**config.mk**
```make
export PLATFORM = sky130hd
export DESIGN_NAME = pbr_top
export DESIGN_NICKNAME = d
export VERILOG_FILES = /design/src/rtl/pbr_pkg.sv /design/src/rtl/pbr_ctrl.sv /design/src/rtl/pbr_dpath.sv /design/src/rtl/pbr_top.sv
export SDC_FILE = /design/constraint.sdc
export NUM_CORES = 1
export LEC_CHECK = 0
export BUFFER_PORTS_ARGS = -buffer_cell sky130_fd_sc_hd__buf_2
export CAP_MARGIN = 10
export CORE_MARGIN = 8
export CORE_UTILIZATION = 35
export CTS_CLUSTER_DIAMETER = 30
export DETAILED_ROUTE_END_ITERATION = 8
export GPL_ROUTABILITY_DRIVEN = 0
export HOLD_SLACK_MARGIN = 0.05
export SETUP_SLACK_MARGIN = 0.1
export SLEW_MARGIN = 5
export SYNTH_ARGS = -nofsm -noshare
export SYNTH_HDL_FRONTEND = slang
export SYNTH_SLANG_ARGS = --single-unit
```
**constraint.sdc**
```tcl
create_clock -name clk -period 7.4 [get_ports clk]
set_clock_uncertainty 0.15 [all_clocks]
set_input_delay 1.11 -clock clk [delete_from_list [all_inputs] [get_ports clk]]
set_output_delay 1.11 -clock clk [all_outputs]
set_load 0.005 [all_outputs]
```
**src/rtl/pbr_pkg.sv**
```systemverilog
package pbr_pkg;
  localparam int SLOT_W = 6;

  typedef enum logic [1:0] {
    SZ_BYTE  = 2'd0,
    SZ_HALF  = 2'd1,
    SZ_WORD  = 2'd2,
    SZ_DWORD = 2'd3
  } xferSize_t;

  typedef enum logic [1:0] {
    ST_IDLE   = 2'd0,
    ST_SETUP  = 2'd1,
    ST_ACCESS = 2'd2,
    ST_RESP   = 2'd3
  } bridgeState_t;

  typedef struct packed {
    logic load;    // capture a new system request
    logic upper;   // second half of a split fetch
    logic drive;   // peripheral cycle in progress on a matched slot
    logic capLo;   // capture first peripheral word
    logic capHi;   // capture second peripheral word
    logic setErr;  // flag error for the system response
  } ctlStrobes_t;
endpackage

```
**src/rtl/pbr_ctrl.sv**
```systemverilog
module pbr_ctrl
  import pbr_pkg::*;
(
  input  logic        clk,
  input  logic        rstN,
  input  logic        sysValid,
  input  logic        reqOk,
  input  logic        isSplit,
  input  logic        perReady,
  input  logic        perErr,
  output logic        sysAccept,
  output logic        sysDone,
  output logic        perEnable,
  output ctlStrobes_t strobe
);
  bridgeState_t st, stNext;
  logic upper, upperNext;

  always_comb begin
    stNext       = st;
    upperNext    = upper;
    strobe       = '0;
    strobe.upper = upper;
    strobe.drive = ((st == ST_SETUP) || (st == ST_ACCESS)) && reqOk;
    case (st)
      ST_IDLE: begin
        if (sysValid) begin
          strobe.load = 1'b1;
          upperNext   = 1'b0;
          stNext      = ST_SETUP;
        end
      end
      ST_SETUP: begin
        if (!reqOk) begin
          strobe.setErr = 1'b1;
          stNext        = ST_RESP;
        end else begin
          stNext = ST_ACCESS;
        end
      end
      ST_ACCESS: begin
        if (perReady) begin
          if (perErr) begin
            strobe.setErr = 1'b1;
            stNext        = ST_RESP;
          end else if (upper) begin
            strobe.capHi = 1'b1;
            stNext       = ST_RESP;
          end else begin
            strobe.capLo = 1'b1;
            if (isSplit) begin
              upperNext = 1'b1;
              stNext    = ST_SETUP;
            end else begin
              stNext = ST_RESP;
            end
          end
        end
      end
      default: stNext = ST_IDLE;
    endcase
  end

  always_ff @(posedge clk or negedge rstN) begin
    if (!rstN) begin
      st    <= ST_IDLE;
      upper <= 1'b0;
    end else begin
      st    <= stNext;
      upper <= upperNext;
    end
  end

  assign sysAccept = (st == ST_IDLE);
  assign sysDone   = (st == ST_RESP);
  assign perEnable = (st == ST_ACCESS);

  assert_done_pulse_R1: assert property (@(posedge clk) disable iff (!rstN)
    sysDone |=> !sysDone);
  assert_accept_drop_R1: assert property (@(posedge clk) disable iff (!rstN)
    (sysValid && sysAccept) |=> !sysAccept);
  assert_enable_hold_R2: assert property (@(posedge clk) disable iff (!rstN)
    (perEnable && !perReady) |=> perEnable);
  assert_enable_after_setup_R2: assert property (@(posedge clk) disable iff (!rstN)
    $rose(perEnable) |-> $past(strobe.drive));
endmodule

```
**src/rtl/pbr_dpath.sv**
```systemverilog
module pbr_dpath
  import pbr_pkg::*;
#(
  parameter int          NUM_SLOTS = 20,
  parameter logic [31:0] WIN_BASE  = 32'hC000_0000
) (
  input  logic                 clk,
  input  logic                 rstN,
  input  ctlStrobes_t          strobe,
  input  logic [31:0]          sysAddr,
  input  logic                 sysWrite,
  input  logic [1:0]           sysSize,
  input  logic                 sysInstr,
  input  logic [63:0]          sysWdata,
  input  logic [31:0]          perRdata,
  output logic                 reqOk,
  output logic                 isSplit,
  output logic                 sysErr,
  output logic [63:0]          sysRdata,
  output logic [NUM_SLOTS-1:0] perSel,
  output logic [31:0]          perAddr,
  output logic                 perWrite,
  output logic [3:0]           perByteEn,
  output logic [31:0]          perWdata
);
  localparam int WIN_LSB = 20;
  localparam int SLOT_LSB = WIN_LSB - SLOT_W;

  logic [31:0] rAddr, rWdata, rdLo, rdHi;
  logic        rWrite, rInstr, errFlag;
  xferSize_t   rSize;
  logic [31:0] baseAddr, curAddr;
  logic [SLOT_W-1:0] slotIdx;
  logic        inWin, slotHit, badSize;

  always_ff @(posedge clk or negedge rstN) begin
    if (!rstN) begin
      rAddr   <= '0;
      rWdata  <= '0;
      rWrite  <= 1'b0;
      rInstr  <= 1'b0;
      rSize   <= SZ_BYTE;
      rdLo    <= '0;
      rdHi    <= '0;
      errFlag <= 1'b0;
    end else begin
      if (strobe.load) begin
        rAddr   <= sysAddr;
        rWrite  <= sysWrite;
        rInstr  <= sysInstr;
        rSize   <= xferSize_t'(sysSize);
        rWdata  <= sysAddr[2] ? sysWdata[63:32] : sysWdata[31:0];
        rdLo    <= '0;
        rdHi    <= '0;
        errFlag <= 1'b0;
      end
      if (strobe.capLo)  rdLo    <= perRdata;
      if (strobe.capHi)  rdHi    <= perRdata;
      if (strobe.setErr) errFlag <= 1'b1;
    end
  end

  assign isSplit  = rInstr && (rSize == SZ_DWORD);
  assign badSize  = !rInstr && (rSize == SZ_DWORD);
  assign baseAddr = {rAddr[31:2], 2'b00};
  assign curAddr  = isSplit ? (strobe.upper ? baseAddr + 32'd4 : baseAddr) : rAddr;

  assign inWin   = (curAddr[31:WIN_LSB] == WIN_BASE[31:WIN_LSB]);
  assign slotIdx = curAddr[WIN_LSB-1:SLOT_LSB];
  assign slotHit = inWin && ({1'b0, slotIdx} < (SLOT_W+1)'(NUM_SLOTS));
  assign reqOk   = slotHit && !badSize;

  for (genvar i = 0; i < NUM_SLOTS; i++) begin : gSel
    assign perSel[i] = strobe.drive && (slotIdx == SLOT_W'(i));
  end

  always_comb begin
    if (isSplit) perByteEn = 4'b1111;
    else begin
      case (rSize)
        SZ_BYTE: perByteEn = 4'b0001 << rAddr[1:0];
        SZ_HALF: perByteEn = 4'b0011 << rAddr[1:0];
        default: perByteEn = 4'b1111;
      endcase
    end
  end

  assign perAddr  = curAddr;
  assign perWrite = rWrite && !isSplit;
  assign perWdata = rWdata;
  assign sysErr   = errFlag;
  assign sysRdata = isSplit ? {rdHi, rdLo}
                  : (rAddr[2] ? {rdLo, 32'h0} : {32'h0, rdLo});

  assert_sel_onehot_R3: assert property (@(posedge clk) disable iff (!rstN)
    $onehot0(perSel));
  assert_upper_addr_R8: assert property (@(posedge clk) disable iff (!rstN)
    $rose(strobe.upper) |-> (perAddr == $past(perAddr) + 32'd4));
  assert_sel_has_lanes_R5: assert property (@(posedge clk) disable iff (!rstN)
    (perSel != '0) |-> (perByteEn != 4'b0000));
endmodule

```
**src/rtl/pbr_top.sv**
```systemverilog
module pbr_top
  import pbr_pkg::*;
#(
  parameter int          NUM_SLOTS = 20,
  parameter logic [31:0] WIN_BASE  = 32'hC000_0000
) (
  input  logic                 clk,
  input  logic                 rstN,
  input  logic                 sysValid,
  output logic                 sysAccept,
  input  logic [31:0]          sysAddr,
  input  logic                 sysWrite,
  input  logic [1:0]           sysSize,
  input  logic                 sysInstr,
  input  logic [63:0]          sysWdata,
  output logic                 sysDone,
  output logic                 sysErr,
  output logic [63:0]          sysRdata,
  output logic [NUM_SLOTS-1:0] perSel,
  output logic [31:0]          perAddr,
  output logic                 perWrite,
  output logic [3:0]           perByteEn,
  output logic [31:0]          perWdata,
  output logic                 perEnable,
  input  logic                 perReady,
  input  logic [31:0]          perRdata,
  input  logic                 perErr
);
  ctlStrobes_t strobe;
  logic reqOk, isSplit;

  pbr_ctrl uCtrl (
    .clk(clk), .rstN(rstN), .sysValid(sysValid), .reqOk(reqOk),
    .isSplit(isSplit), .perReady(perReady), .perErr(perErr),
    .sysAccept(sysAccept), .sysDone(sysDone), .perEnable(perEnable),
    .strobe(strobe)
  );

  pbr_dpath #(.NUM_SLOTS(NUM_SLOTS), .WIN_BASE(WIN_BASE)) uDpath (
    .clk(clk), .rstN(rstN), .strobe(strobe), .sysAddr(sysAddr),
    .sysWrite(sysWrite), .sysSize(sysSize), .sysInstr(sysInstr),
    .sysWdata(sysWdata), .perRdata(perRdata), .reqOk(reqOk),
    .isSplit(isSplit), .sysErr(sysErr), .sysRdata(sysRdata),
    .perSel(perSel), .perAddr(perAddr), .perWrite(perWrite),
    .perByteEn(perByteEn), .perWdata(perWdata)
  );

  assert_enable_selected_R4: assert property (@(posedge clk) disable iff (!rstN)
    perEnable |-> (perSel != '0));
  assert_sel_stable_R2: assert property (@(posedge clk) disable iff (!rstN)
    (perEnable && $past(perEnable)) |-> $stable(perSel));
endmodule

```
==> summary.txt, run 1 <==
Timing
  • Measured slew at the worst slew-check pin: 1.080 ns
  • RSZ-0062 raised after global routing: false
  • Hold_ws: 0.3207 ns
  • Final Critical Period: 5.642 ns
  • Final hold viol count: 0
  • Final period utilization: 76.24%
  • Worst rel slew slack: 27.85%
  • Fmax: 0.1773 GHz
  • Total negative setup slack: 0 ns
  • Pins Over Slew Limit: 0
  • Setup violators final: 0

Power
  • Peak VDD IR: 0.0001675 V
  • Lkg Pwr: 0.004931 µW
  • PwrDens: 364.3 mW/mm²

Critical path
  • CP max FO: 41
  • Critical path class: register to output pin
  • WP buf/inv: 1
  • R2R setup slack: 2.93 ns
  • Worst path top cell family by delay: simple AND/OR/NAND/NOR gates
  • Cell Chain, Critical Path: nand3_2, or4_1, nor3_2, xnor2_1, o2111ai_1, nor4b_4, nand4_2, nor3_1, buf_2
  • Worst r2r src: uDpath.rSize[1]
  • RR Endpoint: uDpath.sysErr
  • Slowest cell on the critical path: or4_1
  • Max stage delay on crit path: 0.97 ns
  • CP required: 6.14 ns
  • FF-to-FF path depth: 8
  • WP data arrival: 4.38 ns
  • Critical Path Sink Type: output pin
  • CP Launch Type: register

GRT
  • Gr usage total: 18.04%
  • Initial antenna violation count: 1
  • First-pass GRT wire length: 38310 µm
  • Largest net degree at the start of global routing: 103
  • Vias in the first global route: 7096
  • GRT Residual Overflow: 0

Place
  • Hpwl dp: 17450 µm
  • Port Buffers: 293

Clock network
  • # resized after CTS: 0
  • Clock-pin slew on the worst setup and hold paths: 0.06 ns
  • Latest clock arrival within the worst-skew pair: 0.42 ns
  • Maximum root-to-sink buffer count: 2
  • Hold_buf cts: 0
  • TritonCTS clock tree: built
  • CTS H-tree lvls: 4
  • Clk sinks: 136
  • CTS Buf Count: 17
  • Root Buffer: clkbuf_16
  • Setup Fix Bufs, Post-CTS: 0

Die
  • Die Area: 0.02648 mm²
  • Row count: 53
  • Die height: 162.7 µm
  • Core Box Area: 0.02109 mm²
  • DIE WIDTH: 162.7 µm
  • Top-level I/O count: 294
  • Initial core utilization: 35.73%

Final layout
  • Total Nets Final: 1269
  • Share of layout cells above drive strength 1: 33.95%
  • Most common library cell in the layout ignoring fill and taps: buf_2
  • Final core occ: 46.32%
  • Area delta synth->final: 29.62%
  • ANT cells: 0
  • Fillers: 2112
  • Most frequent cells in the layout: buf_2 (292), nand2_1 (243), dfrtp_1 (136), o21ai_0 (101), nand3_1 (43)

Detailed routing
  • DRC errors left: 0
  • Routed wire length: 24160 µm
  • DR iter-0 viols: 355
  • Routed via count: 6966
  • Post-DR vias/cell: 4.923
  • Antenna Nets Post-Route: 0
  • Routed wire per std cell: 17.07 µm
  • TritonRoute pass-1 iters: 4

Worst hold path
  • Worst min path class: register to register
  • Hold endpoint: uDpath.perWdata[24]
  • Hold depth: 2
  • Hold Crit Start: uDpath.perWdata[24]

Synth
  • Synthesized area per cell: 8.671 µm²
  • Cells after Synth: 869
  • Main synth FF type: dfrtp_1
  • Post-Syn Nets: 1011
  • Ys async rst share: 100.0%
  • Sequential share of the synthesized area: 45.17%
  • Mapped cell area: 0.007535 mm²
  • Netlist cell types: 54
  • Yosys Warn Count: 0
  • FF+latch count, synth: 136
  • Number of flops mapped to enable cells by yosys: 0

Outcome
  • Status: finished, final reports clean

Flow run
  • Maxcap violations: 0
## kinds of logic (layout without fill, tap and decap cells)
logic type	Yosys count	after routing	share of synthesized area (%)
AND/OR/NAND/NOR	433	433	27.80
adder cells (fa/ha/maj)	5	5	0.8303
AO/OA/AOI/OAI	122	122	9.017
buffers and inverters	72	343	3.653
XOR/XNOR	30	30	3.487
multiplexers	71	71	10.05
flip-flops	136	136	45.17
## power breakdown
part	internal, µW	switching [µW]	leakage [µW]	total [µW]
Clock	490	357	0.000283	847
Combinational	604	804	0.00289	1410
Sequential	1020	280	0.00175	1300
## sequential cells by signal, indices dropped and copies added (netlist names)
signal / count
uDpath.rdLo: 32
uDpath.sysErr: 1
uCtrl.st: 2
uDpath.rdHi: 32
uDpath.rWrite: 1
uCtrl.upper: 1
uDpath.perWdata: 32
uDpath.rSize: 2
uDpath.rInstr: 1
uDpath.rAddr: 32
## worst reg2reg max path: stages, from the launching register on
cell	delay, ns
dfrtp_1	0.49
nand3_2	0.81
nor4_2	0.94
nand4_1	0.23
xnor2_1	0.24
or4b_2	0.71
nor4_2	0.42
nor2_1	0.10
a221o_1	0.27
## cell usage after synthesis, types with 4 or more instances
cell | count | area share (%)
buf_2 | 4 | 0.27
xnor2_1 | 17 | 2.0
and4_1 | 6 | 0.70
dfrtp_1 | 136 | 45
inv_1 | 13 | 0.65
ha_1 | 5 | 0.83
a21oi_1 | 5 | 0.33
buf_1 | 6 | 0.30
nor2_1 | 33 | 1.6
mux2_2 | 37 | 5.5
o21ai_0 | 101 | 6.7
nand3_1 | 43 | 2.9
clkbuf_1 | 49 | 2.4
nand2_1 | 244 | 12
nand2b_1 | 4 | 0.33
mux2i_1 | 34 | 4.5
nand4_1 | 16 | 1.3
nor3_1 | 12 | 0.80
and3_1 | 7 | 0.58
and2_1 | 38 | 3.2
xor2_1 | 13 | 1.5
## final cells by class
class,instances,area (µm²),area share [%]
Multi-Input combinational cell,661,3872,39.65
Timing Repair Buffer,298,1510,15.46
Sequential cell,136,3403,34.84
Inverter,13,48.80,0.4996
Clock buffer,19,452.9,4.637
Clock inverter,13,135.1,1.384
Tap cell,275,344.1,3.523
## per-stage QoR
stage / cells / cell area, µm² / power, µW / worst slack (ns)
floorplan: 869 / 7535 / 2099 / 3.443
global route: 1415 / 9767 / 3829 / 1.433
global placement: 1383 / 9179 / 2723 / 2.262
detailed placement: 1383 / 9179 / 2744 / 2.168
finish: 1415 / 9767 / 3558 / 1.758
CTS: 1415 / 9767 / 3611 / 1.710
## routing by layer
metal	part of all wire, %	global-route usage (%)	vias up
met3	7.1	5.637	27
met1	42	21.56	3268
met5	0.033	0	-
li1	-	-	3456
met2	50	30.61	213
met4	1.6	5.254	2
## worst max-delay path by stage
stage,start,slack (ns),end,depth (start not counted)
after floorplan,uDpath.rAddr[3],3.44,perSel[12],10
after global placement,uDpath.rSize[1],2.26,perSel[13],9
after detailed placement,uDpath.rSize[1],2.17,perSel[15],9
after CTS,uDpath.rSize[1],1.71,perSel[15],9
after global routing,uDpath.rSize[1],1.43,perSel[13],9
final,uDpath.rSize[1],1.76,perSel[13],9
Note: power is estimated with default switching activity, not from simulation.
==> inputs of run 2 (changes only) <==
--- a/config.mk
+++ b/config.mk
@@ -5,6 +5,7 @@
 export SDC_FILE = /design/constraint.sdc
 export NUM_CORES = 1
 export LEC_CHECK = 0
+export ABC_AREA = 1
 export BUFFER_PORTS_ARGS = -buffer_cell sky130_fd_sc_hd__buf_2
 export CAP_MARGIN = 10
 export CORE_MARGIN = 8
==> constraint.sdc (replaced) <==
create_clock -name clk -period 4.8 [get_ports clk]
set_clock_uncertainty 0.15 [all_clocks]
set_input_delay 0.72 -clock clk [delete_from_list [all_inputs] [get_ports clk]]
set_output_delay 0.72 -clock clk [all_outputs]
set_load 0.005 [all_outputs]
==> run 2 against run 1 <==
Against the previous run:
- synthesized cell count increased by 9.0%
- final cell count is 6.5% higher
- synthesized area decreased by 4.3%
- sequential power grew 50%
- non-clock buffer count is 5 higher
- register-to-register slack worse by 0.80 ns
- sequential share of layout area grew 0.84 points
==> summary.txt, run 2 <==
Power
  • PwrDens: 595.2 mW/mm² (was 364.3 mW/mm²)
  • Combinational Power Share: 41.3% (was 39.6%)
  • Switch Pwr: 2365 µW (was 1440 µW)
  • Lkg Pwr: 0.005077 µW (was 0.004931 µW)
  • Clock share of power: 24.4% (was 23.8%)
  • Pint: 3312 µW (was 2118 µW)
  • Sw Share: 41.67% (was 40.48%)
  • Peak VDD IR: 0.0002521 V (was 0.0001675 V)
  • Flop pwr share: 34.3% (was 36.6%)

Final layout
  • Total Nets Final: 1363 (was 1269)
  • Fillers: 2084 (was 2112)
  • Most frequent cells in the layout: buf_2 (292), nand2_1 (207), inv_1 (152), dfrtp_1 (136), nor2_1 (113) (was buf_2 (292), nand2_1 (243), dfrtp_1 (136), o21ai_0 (101), nand3_1 (43))
  • Share of layout cells above drive strength 1: 29.98% (was 33.95%)
  • Most common library cell in the layout ignoring fill and taps: buf_2 (unchanged)
  • Area delta synth->final: 32.23% (was 29.62%)

Die
  • Die height: 159.6 µm (was 162.7 µm)
  • Row count: 52 (was 53)
  • Die Area: 0.02546 mm² (was 0.02648 mm²)
  • Initial core utilization: 35.65% (was 35.73%)
  • Core Box Area: 0.02023 mm² (was 0.02109 mm²)
  • Top-level I/O count: 294 (unchanged)
  • DIE WIDTH: 159.6 µm (was 162.7 µm)

Synth
  • Sequential share of the synthesized area: 47.18% (was 45.17%)
  • Yosys Warn Count: 0 (unchanged)
  • Ys async rst share: 100.0% (unchanged)
  • FF+latch count, synth: 136 (unchanged)
  • Synth cell count leaders: nand2_1 (208), inv_1 (153), dfrtp_1 (136) (was nand2_1 (244), dfrtp_1 (136), o21ai_0 (101))
  • Mapped cell area: 0.007213 mm² (was 0.007535 mm²)
  • Count leader, synth: nand2_1 (unchanged)
  • Top cell type's share of synthesized area: 47.18% (was 45.17%)
  • Cells after Synth: 947 (was 869)
  • Top cell type by total area after synthesis: dfrtp_1 (unchanged)
  • Synthesized area per cell: 7.617 µm² (was 8.671 µm²)
  • Post-Syn Nets: 1089 (was 1011)
  • Netlist cell types: 33 (was 54)
  • Number of flops mapped to enable cells by yosys: 0 (unchanged)
  • Synth area leaders: dfrtp_1 (47%), nand2_1 (11%), o22ai_1 (8.4%), inv_1 (8.0%), nor2_1 (5.9%) (was dfrtp_1 (45%), nand2_1 (12%), o21ai_0 (6.7%), mux2_2 (5.5%), mux2i_1 (4.5%))
  • Main synth FF type: dfrtp_1 (unchanged)

Timing
  • Total negative setup slack: 0 ns (unchanged)
  • Final Critical Period: 3.769 ns
  • Worst rel slew slack: 23.48% (was 27.85%)
  • Pins Over Slew Limit: 0 (unchanged)
  • Final hold viol count: 0 (unchanged)
  • Hold_ws: 0.1499 ns (was 0.3207 ns)
  • Setup violators final: 0 (unchanged)
  • Measured slew at the worst slew-check pin: 1.147 ns (was 1.080 ns)
  • RSZ-0062 raised after global routing: false (unchanged)
  • Final period utilization: 78.52%
  • Fmax: 0.2653 GHz

GRT
  • Largest net degree at the start of global routing: 72 (was 103)
  • First-pass GRT wire length: 39250 µm (was 38310 µm)
  • Gr usage total: 19.00% (was 18.04%)
  • GRT Residual Overflow: 0 (unchanged)
  • Vias in the first global route: 7182 (was 7096)
  • Initial antenna violation count: 4 (was 1)

Clock network
  • Maximum root-to-sink buffer count: 2 (unchanged)
  • Clock-pin slew on the worst setup and hold paths: 0.07 ns (was 0.06 ns)
  • Root Buffer: clkbuf_16 (unchanged)
  • CTS Buf Count: 17 (unchanged)
  • Clk sinks: 136 (unchanged)
  • Latest clock arrival within the worst-skew pair: 0.42 ns (about the same)
  • # resized after CTS: 0 (unchanged)
  • TritonCTS clock tree: built (unchanged)
  • Setup Fix Bufs, Post-CTS: 0 (unchanged)
  • CTS H-tree lvls: 4 (unchanged)
  • Hold_buf cts: 0 (unchanged)

Detailed routing
  • TritonRoute pass-1 iters: 5 (was 4)
  • Antenna Nets Post-Route: 0 (unchanged)
  • Routed via count: 7271 (was 6966)
  • DRC errors left: 0 (unchanged)
  • Routed wire per std cell: 16.29 µm (was 17.07 µm)
  • Routed wire length: 24550 µm (was 24160 µm)
  • Post-DR vias/cell: 4.825 (was 4.923)
  • DR iter-0 viols: 450 (was 355)

Place
  • Hpwl dp: 17900 µm (was 17450 µm)
  • Port Buffers: 293 (unchanged)

Critical path
  • Critical Path Sink Type: output pin (unchanged)
  • Slowest cell on the critical path: nor2_2 (was or4_1)
  • CP Launch Type: register (unchanged)
  • WP data arrival: 2.90 ns (was 4.38 ns)
  • Max stage delay on crit path: 0.51 ns (was 0.97 ns)
  • CP dominant cell by count: nand2_1
  • Cell Chain, Critical Path: nand4_4, nor2_2, nand3_1, nor2_1, nand2_1, nand2_1, nand2_1, nor2_1, and2_4, nand4_4, nor2_2, buf_2 (was nand3_2, or4_1, nor3_2, xnor2_1, o2111ai_1, nor4b_4, nand4_2, nor3_1, buf_2)
  • CP required: 3.93 ns (was 6.14 ns)
  • Critical path class: register to output pin (unchanged)
  • CP max FO: 12 (was 41)

Outcome
  • Status: finished, final reports clean (unchanged)

Worst hold path
  • Worst min path class: input port to async pin (was register to register)

Flow run
  • Maxcap violations: 0 (unchanged)
-- run 2: changes by cell type in the layout (fill, tap and decap cells not counted), sizes merged, moves of 10 or more --
cell and delta:
inv +143, nor2 +98, o22ai +96, o21ai -79, a21oi +66, and2 -37
mux2 -37, mux2i -34, nand2 -31, nand3 -25, xnor2 -13, nor3 -10
-- run 2: routing by layer --
metal | GRT usage [%] | vias to the layer above | wire [µm]
li1 | - | 3611 | -
met1 | 23.28 | 3377 | 10580
met2 | 31.35 | 253 | 11830
met3 | 5.636 | 28 | 1592
met4 | 6.432 | 2 | 538
met5 | 0 | - | 8
-- run 2: kinds of logic after synthesis --
logic type | synth area share, %
buf+inv | 10.75
fa+ha+maj | 0.8673
xor+xnor | 1.579
simple gates | 24.44
flops | 47.18
compound gates | 15.18
-- run 2: cell type report --
cell class	count	area, µm²	area share [%]
Antenna cell	3	7.507	0.07871
Clock buffer	17	425.4	4.460
Clock inverter	15	201.4	2.112
Inverter	154	578.1	6.061
Multi-Input combinational cell	609	3037	31.84
Sequential cell	136	3403	35.68
Tap cell	270	337.8	3.542
Timing Repair Buffer	303	1548	16.23
-- run 2: power by group through the flow --
| stage | clock, µW | sequential (µW) | combinational, µW |
|---|---|---|---|
| after floorplan | 0 | 1890 | 1410 |
| after global placement | 0 | 1950 | 2350 |
| after detailed placement | 0 | 1960 | 2370 |
| after CTS | 1420 | 1940 | 2380 |
| after global routing | 1470 | 2010 | 2660 |
| final | 1390 | 1950 | 2350 |
-- run 2: through the flow --
step	total power, µW	worst slack (ns)	instances	utilization (%)	instance area (µm²)
3_5_place_dp	4331	1.421	1472	44.00	8904
3_3_place_gp	4303	1.486	1472	44.00	8904
5_1_grt	6135	0.7141	1507	47.14	9538
2_1_floorplan	3300	1.976	947	-	7213
4_1_cts	5741	0.9696	1504	47.10	9530
6_report	5677	1.031	1507	47.14	9538
-- run 2: worst max-delay path: cells and delay by family, from the launching register on --
kind,cells,cell delay [ns]
flip-flops,1,0.50
AND/OR/NAND/NOR,11,1.88
buffers and inverters,1,0.12
-- run 2: worst paths after layout --
path	startpoint	endpoint	slack (ns)	cells after the start
hold / removal	rstN	uDpath.rdHi[20]	0.15	1
hold reg to reg	uDpath.sysErr	uDpath.sysErr	0.33	2
min in group clk	uDpath.sysErr	uDpath.sysErr	0.33	2
max in group asynchronous	rstN	uDpath.rAddr[18]	3.38	2
setup reg to reg	uDpath.rAddr[2]	uDpath.sysErr	2.13	14
setup / recovery	uDpath.rSize[0]	perSel[2]	1.03	12
